## src/rtl/excl_mon_pkg.sv

```systemverilog
package excl_mon_pkg;

  typedef enum logic [1:0] {
    OP_LD  = 2'd0,
    OP_ST  = 2'd1,
    OP_LDX = 2'd2,
    OP_STX = 2'd3
  } excl_op_e;

  // Exclusive store verdict: private reservation always required,
  // system-wide one only for shareable addresses. Returns 1 on pass.
  function automatic logic stx_verdict(input logic loc_ok,
                                       input logic glb_ok,
                                       input logic shared);
    return loc_ok && (!shared || glb_ok);
  endfunction

  // Whether an access writes memory and so may break remote reservations.
  function automatic logic writes_memory(input logic [1:0] op,
                                         input logic stx_pass);
    return (op == OP_ST) || ((op == OP_STX) && stx_pass);
  endfunction

endpackage

```

## src/rtl/excl_local_mon.sv

```systemverilog
module excl_local_mon
  import excl_mon_pkg::*;
#(
  parameter int ADDR_W = 32,
  parameter int ID_W   = 1,
  parameter int MY_ID  = 0
) (
  input  logic              clk,
  input  logic              rst_n,
  input  logic              req_valid,
  input  logic [1:0]        req_op,
  input  logic [ADDR_W-1:0] req_addr,
  input  logic [ID_W-1:0]   req_id,
  output logic              excl_o,
  output logic              match_o
);

  logic              excl_q;
  logic [ADDR_W-1:0] tag_q;
  logic              mine;
  logic              ldx_self;
  logic              stx_self;

  function automatic logic tag_hit(input logic ex, input logic [ADDR_W-1:0] t,
                                   input logic [ADDR_W-1:0] a);
    return ex && (t == a);
  endfunction

  assign mine     = req_valid && (req_id == ID_W'(MY_ID));
  assign ldx_self = mine && (req_op == OP_LDX);
  assign stx_self = mine && (req_op == OP_STX);

  always_ff @(posedge clk) begin
    if (!rst_n) begin
      excl_q <= 1'b0;
      tag_q  <= '0;
    end else if (ldx_self) begin
      excl_q <= 1'b1;
      tag_q  <= req_addr;
    end else if (stx_self) begin
      excl_q <= 1'b0;
    end
  end

  assign excl_o  = excl_q;
  assign match_o = tag_hit(excl_q, tag_q, req_addr);

  p_ldx_reserves_r11: assert property (@(posedge clk) disable iff (!rst_n)
    ldx_self |=> (excl_q && tag_q == $past(req_addr)));

  p_stx_opens_r6: assert property (@(posedge clk) disable iff (!rst_n)
    stx_self |=> !excl_q);

  p_others_ignored_r10: assert property (@(posedge clk) disable iff (!rst_n)
    (!mine || req_op == OP_LD || req_op == OP_ST) |=> $stable(excl_q));

endmodule

```

## src/rtl/excl_global_mon.sv

```systemverilog
module excl_global_mon
  import excl_mon_pkg::*;
#(
  parameter int ADDR_W = 32,
  parameter int ID_W   = 1,
  parameter int MY_ID  = 0
) (
  input  logic              clk,
  input  logic              rst_n,
  input  logic              req_valid,
  input  logic [1:0]        req_op,
  input  logic [ADDR_W-1:0] req_addr,
  input  logic              req_shared,
  input  logic [ID_W-1:0]   req_id,
  input  logic              wr_commit,
  output logic              match_o
);

  logic              excl_q;
  logic [ADDR_W-1:0] tag_q;
  logic              own_sh;
  logic              remote_hit;

  assign own_sh     = req_valid && req_shared && (req_id == ID_W'(MY_ID));
  assign remote_hit = wr_commit && (req_id != ID_W'(MY_ID)) &&
                      excl_q && (tag_q == req_addr);

  always_ff @(posedge clk) begin
    if (!rst_n) begin
      excl_q <= 1'b0;
      tag_q  <= '0;
    end else if (own_sh && req_op == OP_LDX) begin
      excl_q <= 1'b1;
      tag_q  <= req_addr;
    end else if (own_sh && req_op == OP_STX) begin
      excl_q <= 1'b0;
    end else if (remote_hit) begin
      excl_q <= 1'b0;
    end
  end

  assign match_o = excl_q && (tag_q == req_addr);

  p_remote_write_clears_r9: assert property (@(posedge clk) disable iff (!rst_n)
    remote_hit |=> !excl_q);

endmodule

```

## src/rtl/excl_monitor.sv

```systemverilog
module excl_monitor
  import excl_mon_pkg::*;
#(
  parameter int ADDR_W  = 32,
  parameter int NUM_REQ = 2,
  localparam int ID_W   = (NUM_REQ > 1) ? $clog2(NUM_REQ) : 1
) (
  input  logic              clk,
  input  logic              rst_n,
  input  logic              req_valid,
  input  logic [1:0]        req_op,
  input  logic [ADDR_W-1:0] req_addr,
  input  logic              req_shared,
  input  logic [ID_W-1:0]   req_id,
  output logic              rsp_valid,
  output logic              rsp_fail,
  output logic [ID_W-1:0]   rsp_id
);

  logic [NUM_REQ-1:0] loc_excl;
  logic [NUM_REQ-1:0] loc_match;
  logic [NUM_REQ-1:0] glb_match;
  logic               stx_req;
  logic               stx_pass;
  logic               wr_commit;
  logic               loc_excl_sel;
  logic               glb_match_sel;

  assign stx_req       = req_valid && (req_op == OP_STX);
  assign loc_excl_sel  = loc_excl[req_id];
  assign glb_match_sel = glb_match[req_id];
  assign stx_pass      = stx_verdict(loc_match[req_id], glb_match_sel, req_shared);
  assign wr_commit     = req_valid && req_shared && writes_memory(req_op, stx_pass);

  for (genvar g = 0; g < NUM_REQ; g++) begin : g_req
    excl_local_mon #(.ADDR_W(ADDR_W), .ID_W(ID_W), .MY_ID(g)) u_loc (
      .clk      (clk),
      .rst_n    (rst_n),
      .req_valid(req_valid),
      .req_op   (req_op),
      .req_addr (req_addr),
      .req_id   (req_id),
      .excl_o   (loc_excl[g]),
      .match_o  (loc_match[g])
    );
    excl_global_mon #(.ADDR_W(ADDR_W), .ID_W(ID_W), .MY_ID(g)) u_glb (
      .clk       (clk),
      .rst_n     (rst_n),
      .req_valid (req_valid),
      .req_op    (req_op),
      .req_addr  (req_addr),
      .req_shared(req_shared),
      .req_id    (req_id),
      .wr_commit (wr_commit),
      .match_o   (glb_match[g])
    );
  end

  always_ff @(posedge clk) begin
    if (!rst_n) begin
      rsp_valid <= 1'b0;
      rsp_fail  <= 1'b0;
      rsp_id    <= '0;
    end else begin
      rsp_valid <= stx_req;
      if (stx_req) begin
        rsp_fail <= !stx_pass;
        rsp_id   <= req_id;
      end
    end
  end

  p_rsp_follows_stx_r2: assert property (@(posedge clk) disable iff (!rst_n)
    stx_req |=> (rsp_valid && rsp_id == $past(req_id)));

  p_no_spurious_rsp_r2: assert property (@(posedge clk) disable iff (!rst_n)
    !stx_req |=> !rsp_valid);

  p_open_fails_r4: assert property (@(posedge clk) disable iff (!rst_n)
    (stx_req && !loc_excl_sel) |=> rsp_fail);

  p_shared_needs_glb_r8: assert property (@(posedge clk) disable iff (!rst_n)
    (stx_req && req_shared && !glb_match_sel) |=> rsp_fail);

endmodule

```

## config.mk

```make
export PLATFORM = sky130hd
export DESIGN_NAME = excl_monitor
export DESIGN_NICKNAME = d
export VERILOG_FILES = /design/src/rtl/excl_mon_pkg.sv /design/src/rtl/excl_local_mon.sv /design/src/rtl/excl_global_mon.sv /design/src/rtl/excl_monitor.sv
export SDC_FILE = /design/constraint.sdc
export NUM_CORES = 1
export LEC_CHECK = 0
export BUFFER_PORTS_ARGS = -buffer_cell sky130_fd_sc_hd__buf_2
export CAP_MARGIN = 20
export CORE_UTILIZATION = 40
export CTS_BUF_LIST = sky130_fd_sc_hd__clkbuf_4 sky130_fd_sc_hd__clkbuf_8
export DETAILED_ROUTE_END_ITERATION = 6
export PLACE_DENSITY = 0.65
export SLEW_MARGIN = 20
export SYNTH_ARGS = -nofsm -noshare
export SYNTH_HDL_FRONTEND = slang
export SYNTH_SLANG_ARGS = --single-unit
```

## constraint.sdc

```tcl
create_clock -name clk -period 2.2 [get_ports clk]
set_input_delay 0.44 -clock clk [delete_from_list [all_inputs] [get_ports clk]]
set_output_delay 0.44 -clock clk [all_outputs]
set_load 0.1 [all_outputs]
```

==> flow_metrics.env <==
export IMPL_antenna_left=0
export IMPL_drt_initial_drc_count=425
export IMPL_worstPathArrival_ns=2.52
export IMPL_cts_root_buf="clkbuf_8"
export IMPL_finalCritPeriodShare_pct=98.9
export IMPL_grt_max_degree=43
export IMPL_busiest_layer="met2"
export IMPL_cts_inserted_buffers=17
export IMPL_port_buffers=41
export IMPL_wl_mm=17.5
export IMPL_syn_cell_area_um2=6230
export IMPL_clock_path_buffers=2
export IMPL_synth_seq_cells=135
export IMPL_synth_cell_types=27
export IMPL_reg2reg_to="g_req[1].u_glb.excl_q"
export IMPL_cts_tree="yes"
export IMPL_cts_clk_slew_worst_paths_ns=0.07
export IMPL_vdd_drop_max_uv=386
export IMPL_syn_inst=801
export IMPL_vias=5426
export IMPL_initial_core_util_pct=41.0
export IMPL_hpwlAfterDp_mm=12.0
export IMPL_gp_congestion=0.840
export IMPL_maxSlewViolCount=0
export IMPL_grt_pass1_vias=5045
export IMPL_grt_antenna_before_repair=0
export IMPL_max_slew_worst_pin_slew_ns=0.501
export IMPL_num_rows=45
export IMPL_grt_use_met3_pct=5.95
export IMPL_rsz0062_at_grt="yes"
export IMPL_min_path_type="in2reg"
export IMPL_cts_setup_buffers=0
export IMPL_die_y_um=127
export IMPL_r2r_slack_ns=0.02
export IMPL_maxCapViolCount=0
export IMPL_crit_path_max_fanout=2
export IMPL_avgSynthCellArea_um2=7.78
export IMPL_drive_gt1_share_pct=18.6
export IMPL_grt_pass1_wl_mm=27.5
export IMPL_setup_viol=0
export IMPL_powerDensity_nw_per_um2=675
export IMPL_worstSetupEndpoint="g_req[1].u_glb.excl_q"
export IMPL_die_x_um=127
export IMPL_grt_use_met2_pct=36.1
export IMPL_period_minus_slack_ns=2.18
export IMPL_hold_worst_slack_ns=0.259
export IMPL_cts_htree_levels=4
export IMPL_grt_ovfl_total=0
export IMPL_rr_worst_depth=7
export IMPL_power_leakage_nw=2.83
export IMPL_insertion_delay_ns=0.45
export IMPL_worstSetupStartpoint="g_req[1].u_loc.tag_q[7]"
export IMPL_hold_viol=0
export IMPL_dpl_worst_slack_ns=-0.377
export IMPL_fin_nets=910
export IMPL_met1_usage_pct=30.9
export IMPL_drc=0
export IMPL_fin_skew_ns=0.00758
export IMPL_syn_nets=840
export IMPL_crit_type="reg2reg"
export IMPL_area_growth_syn_to_layout_pct=18.7
export IMPL_worst_slack_ns=0.0242
export IMPL_core_area_um2=15200
export IMPL_ios=42
export IMPL_cp_end_kind="register"
export IMPL_clock_fmax_mhz=460
export IMPL_cts_sinks=135
export IMPL_post_drt_wl_per_cell_um=16.4
export IMPL_grt_util_all_layers_pct=22.9
export IMPL_dr_pass1_iters=5
export IMPL_via_per_inst=5.08
export IMPL_ys_seq_area_share_pct=43.4
export IMPL_antennaDiodeCount=0
export IMPL_die_area_um2=16100
export IMPL_synth_warnings=0
export IMPL_start_kind="register"
export IMPL_status="complete, no violations"
export IMPL_reg2reg_from="g_req[1].u_loc.tag_q[7]"
export IMPL_worstPathRequired_ns=2.54
export IMPL_slew_headroom_pct=66.5
[logic make-up (layout without fill, tap and decap cells)]
group                     count (synthesis)  in the layout  synth area share (%)
xor gates and xnor gates                128            128                  18.0
and+or+nand+nor                         320            320                  21.3
AOI/OAI and AO/OA                       141            141                  11.7
muxes                                     1              1                 0.161
DFF                                     135            135                  43.4
buffers and inverters                    76            156                  5.48
[cells in the mapped netlist]
| cell type | count | area [µm²] |
|---|---|---|
| and4_1 | 1 | 8.76 |
| nor3_1 | 5 | 25.0 |
| dfxtp_1 | 135 | 2700 |
| buf_6 | 2 | 22.5 |
| a21oi_1 | 133 | 666 |
| mux2i_1 | 1 | 10.0 |
| o221ai_1 | 1 | 8.76 |
| nand3_1 | 12 | 60.1 |
| o221a_1 | 1 | 11.3 |
| o31ai_1 | 1 | 7.51 |
| or3_1 | 3 | 18.8 |
| nand4_1 | 10 | 62.6 |
| o21ai_1 | 1 | 5.00 |
| or4_4 | 1 | 11.3 |
| buf_2 | 21 | 105 |
| o21ai_0 | 2 | 10.0 |
| nor2_1 | 5 | 18.8 |
| xnor2_1 | 35 | 307 |
| xor2_1 | 93 | 815 |
| clkbuf_1 | 46 | 173 |
| nand2_1 | 260 | 976 |
| inv_2 | 1 | 3.75 |
| o41a_1 | 2 | 22.5 |
| inv_1 | 2 | 7.51 |
| nor4_1 | 22 | 138 |
| buf_4 | 4 | 30.0 |
| or2_1 | 1 | 6.26 |
[worst min-delay path by stage]
stage | startpoint | end | depth (start not counted)
after floorplan | g_req[1].u_loc.excl_o | g_req[1].u_loc.excl_o | 2
after global placement | g_req[1].u_loc.excl_o | g_req[1].u_loc.excl_o | 2
after detailed placement | g_req[1].u_loc.excl_o | g_req[1].u_loc.excl_o | 2
after CTS | req_addr[3] | g_req[0].u_glb.tag_q[3] | 3
after global routing | req_addr[3] | g_req[0].u_glb.tag_q[3] | 3
final | req_addr[3] | g_req[0].u_glb.tag_q[3] | 3
[critical path, stage by stage, from the launching register on]
cell and delay [ns]:
dfxtp_2 0.33, xor2_1 0.14, nor4_1 0.29, buf_4 0.17
nand4_1 0.15, or4_4 0.45, o221a_1 0.24, o41a_1 0.30
[registers in the layout, summed over array words and instances, names as in the netlist]
register,cells
g_req.u_glb.tag_q,64
g_req.u_loc.excl_o,2
rsp_valid,1
g_req.u_loc.tag_q,64
rsp_id,1
rsp_fail,1
g_req.u_glb.excl_q,2
[layer usage]
metal  up-vias  wire length [µm]
met3        17              1090
met4         0               252
met2       141              7920
met1      2543              8260
met5         -                 0
li1       2725                 -
[through the flow]
stage               cell area, µm²  setup TNS, ns  cells  power (mW)  util, %
floorplan                     6300              0    801        2.91        -
global placement              7020         -0.838   1040        3.12     46.2
detailed placement            7020         -0.932   1040        3.13     46.2
CTS                           7390              0   1069        5.03     48.6
global route                  7400         -0.139   1069        5.19     48.7
finish                        7400              0   1069        4.99     48.7
[where the power goes]
part / leakage (nW) / switching (mW) / internal (mW)
clock: 0.193 / 0.923 / 0.992
sequential: 1.09 / 0.0268 / 2.49
combinational: 1.55 / 0.340 / 0.225
total: 2.83 / 1.29 / 3.70
[cells in the final DEF, fill, tap and decap left out]
cell type / n
or3_1: 3
a21oi_1: 133
nor2_2: 3
nor2_1: 2
xor2_1: 93
clkinv_2: 3
inv_4: 1
o41a_1: 2
dfxtp_2: 2
inv_1: 2
o21ai_1: 1
dfxtp_1: 133
clkbuf_4: 2
mux2i_1: 1
buf_4: 80
nand2_1: 260
nor3_2: 1
nor4_2: 3
buf_12: 3
o221a_1: 1
or2_1: 1
nand4_1: 10
buf_2: 41
o31ai_1: 1
or4_4: 1
nand3_1: 12
clkbuf_8: 24
o21ai_0: 2
nor4_1: 19
nor3_1: 4
and4_1: 1
xnor2_1: 35
o221ai_1: 1
[repair_timing]
item	in CTS	in global routing
pin swaps	3	0
resized for setup	2	3
endpoints found under the setup margin	2	2
hold buffers	0	0
[area by class of cell]
type | instances | area (µm²)
clock buffer | 26 | 345
clock inverter | 3 | 15.0
fill | 1546 | 7800
inverter | 3 | 13.8
multi-input combinational | 590 | 3220
sequential | 135 | 2710
tap | 188 | 235
timing repair buffer | 124 | 866
Note: power is estimated with default switching activity, not from simulation.
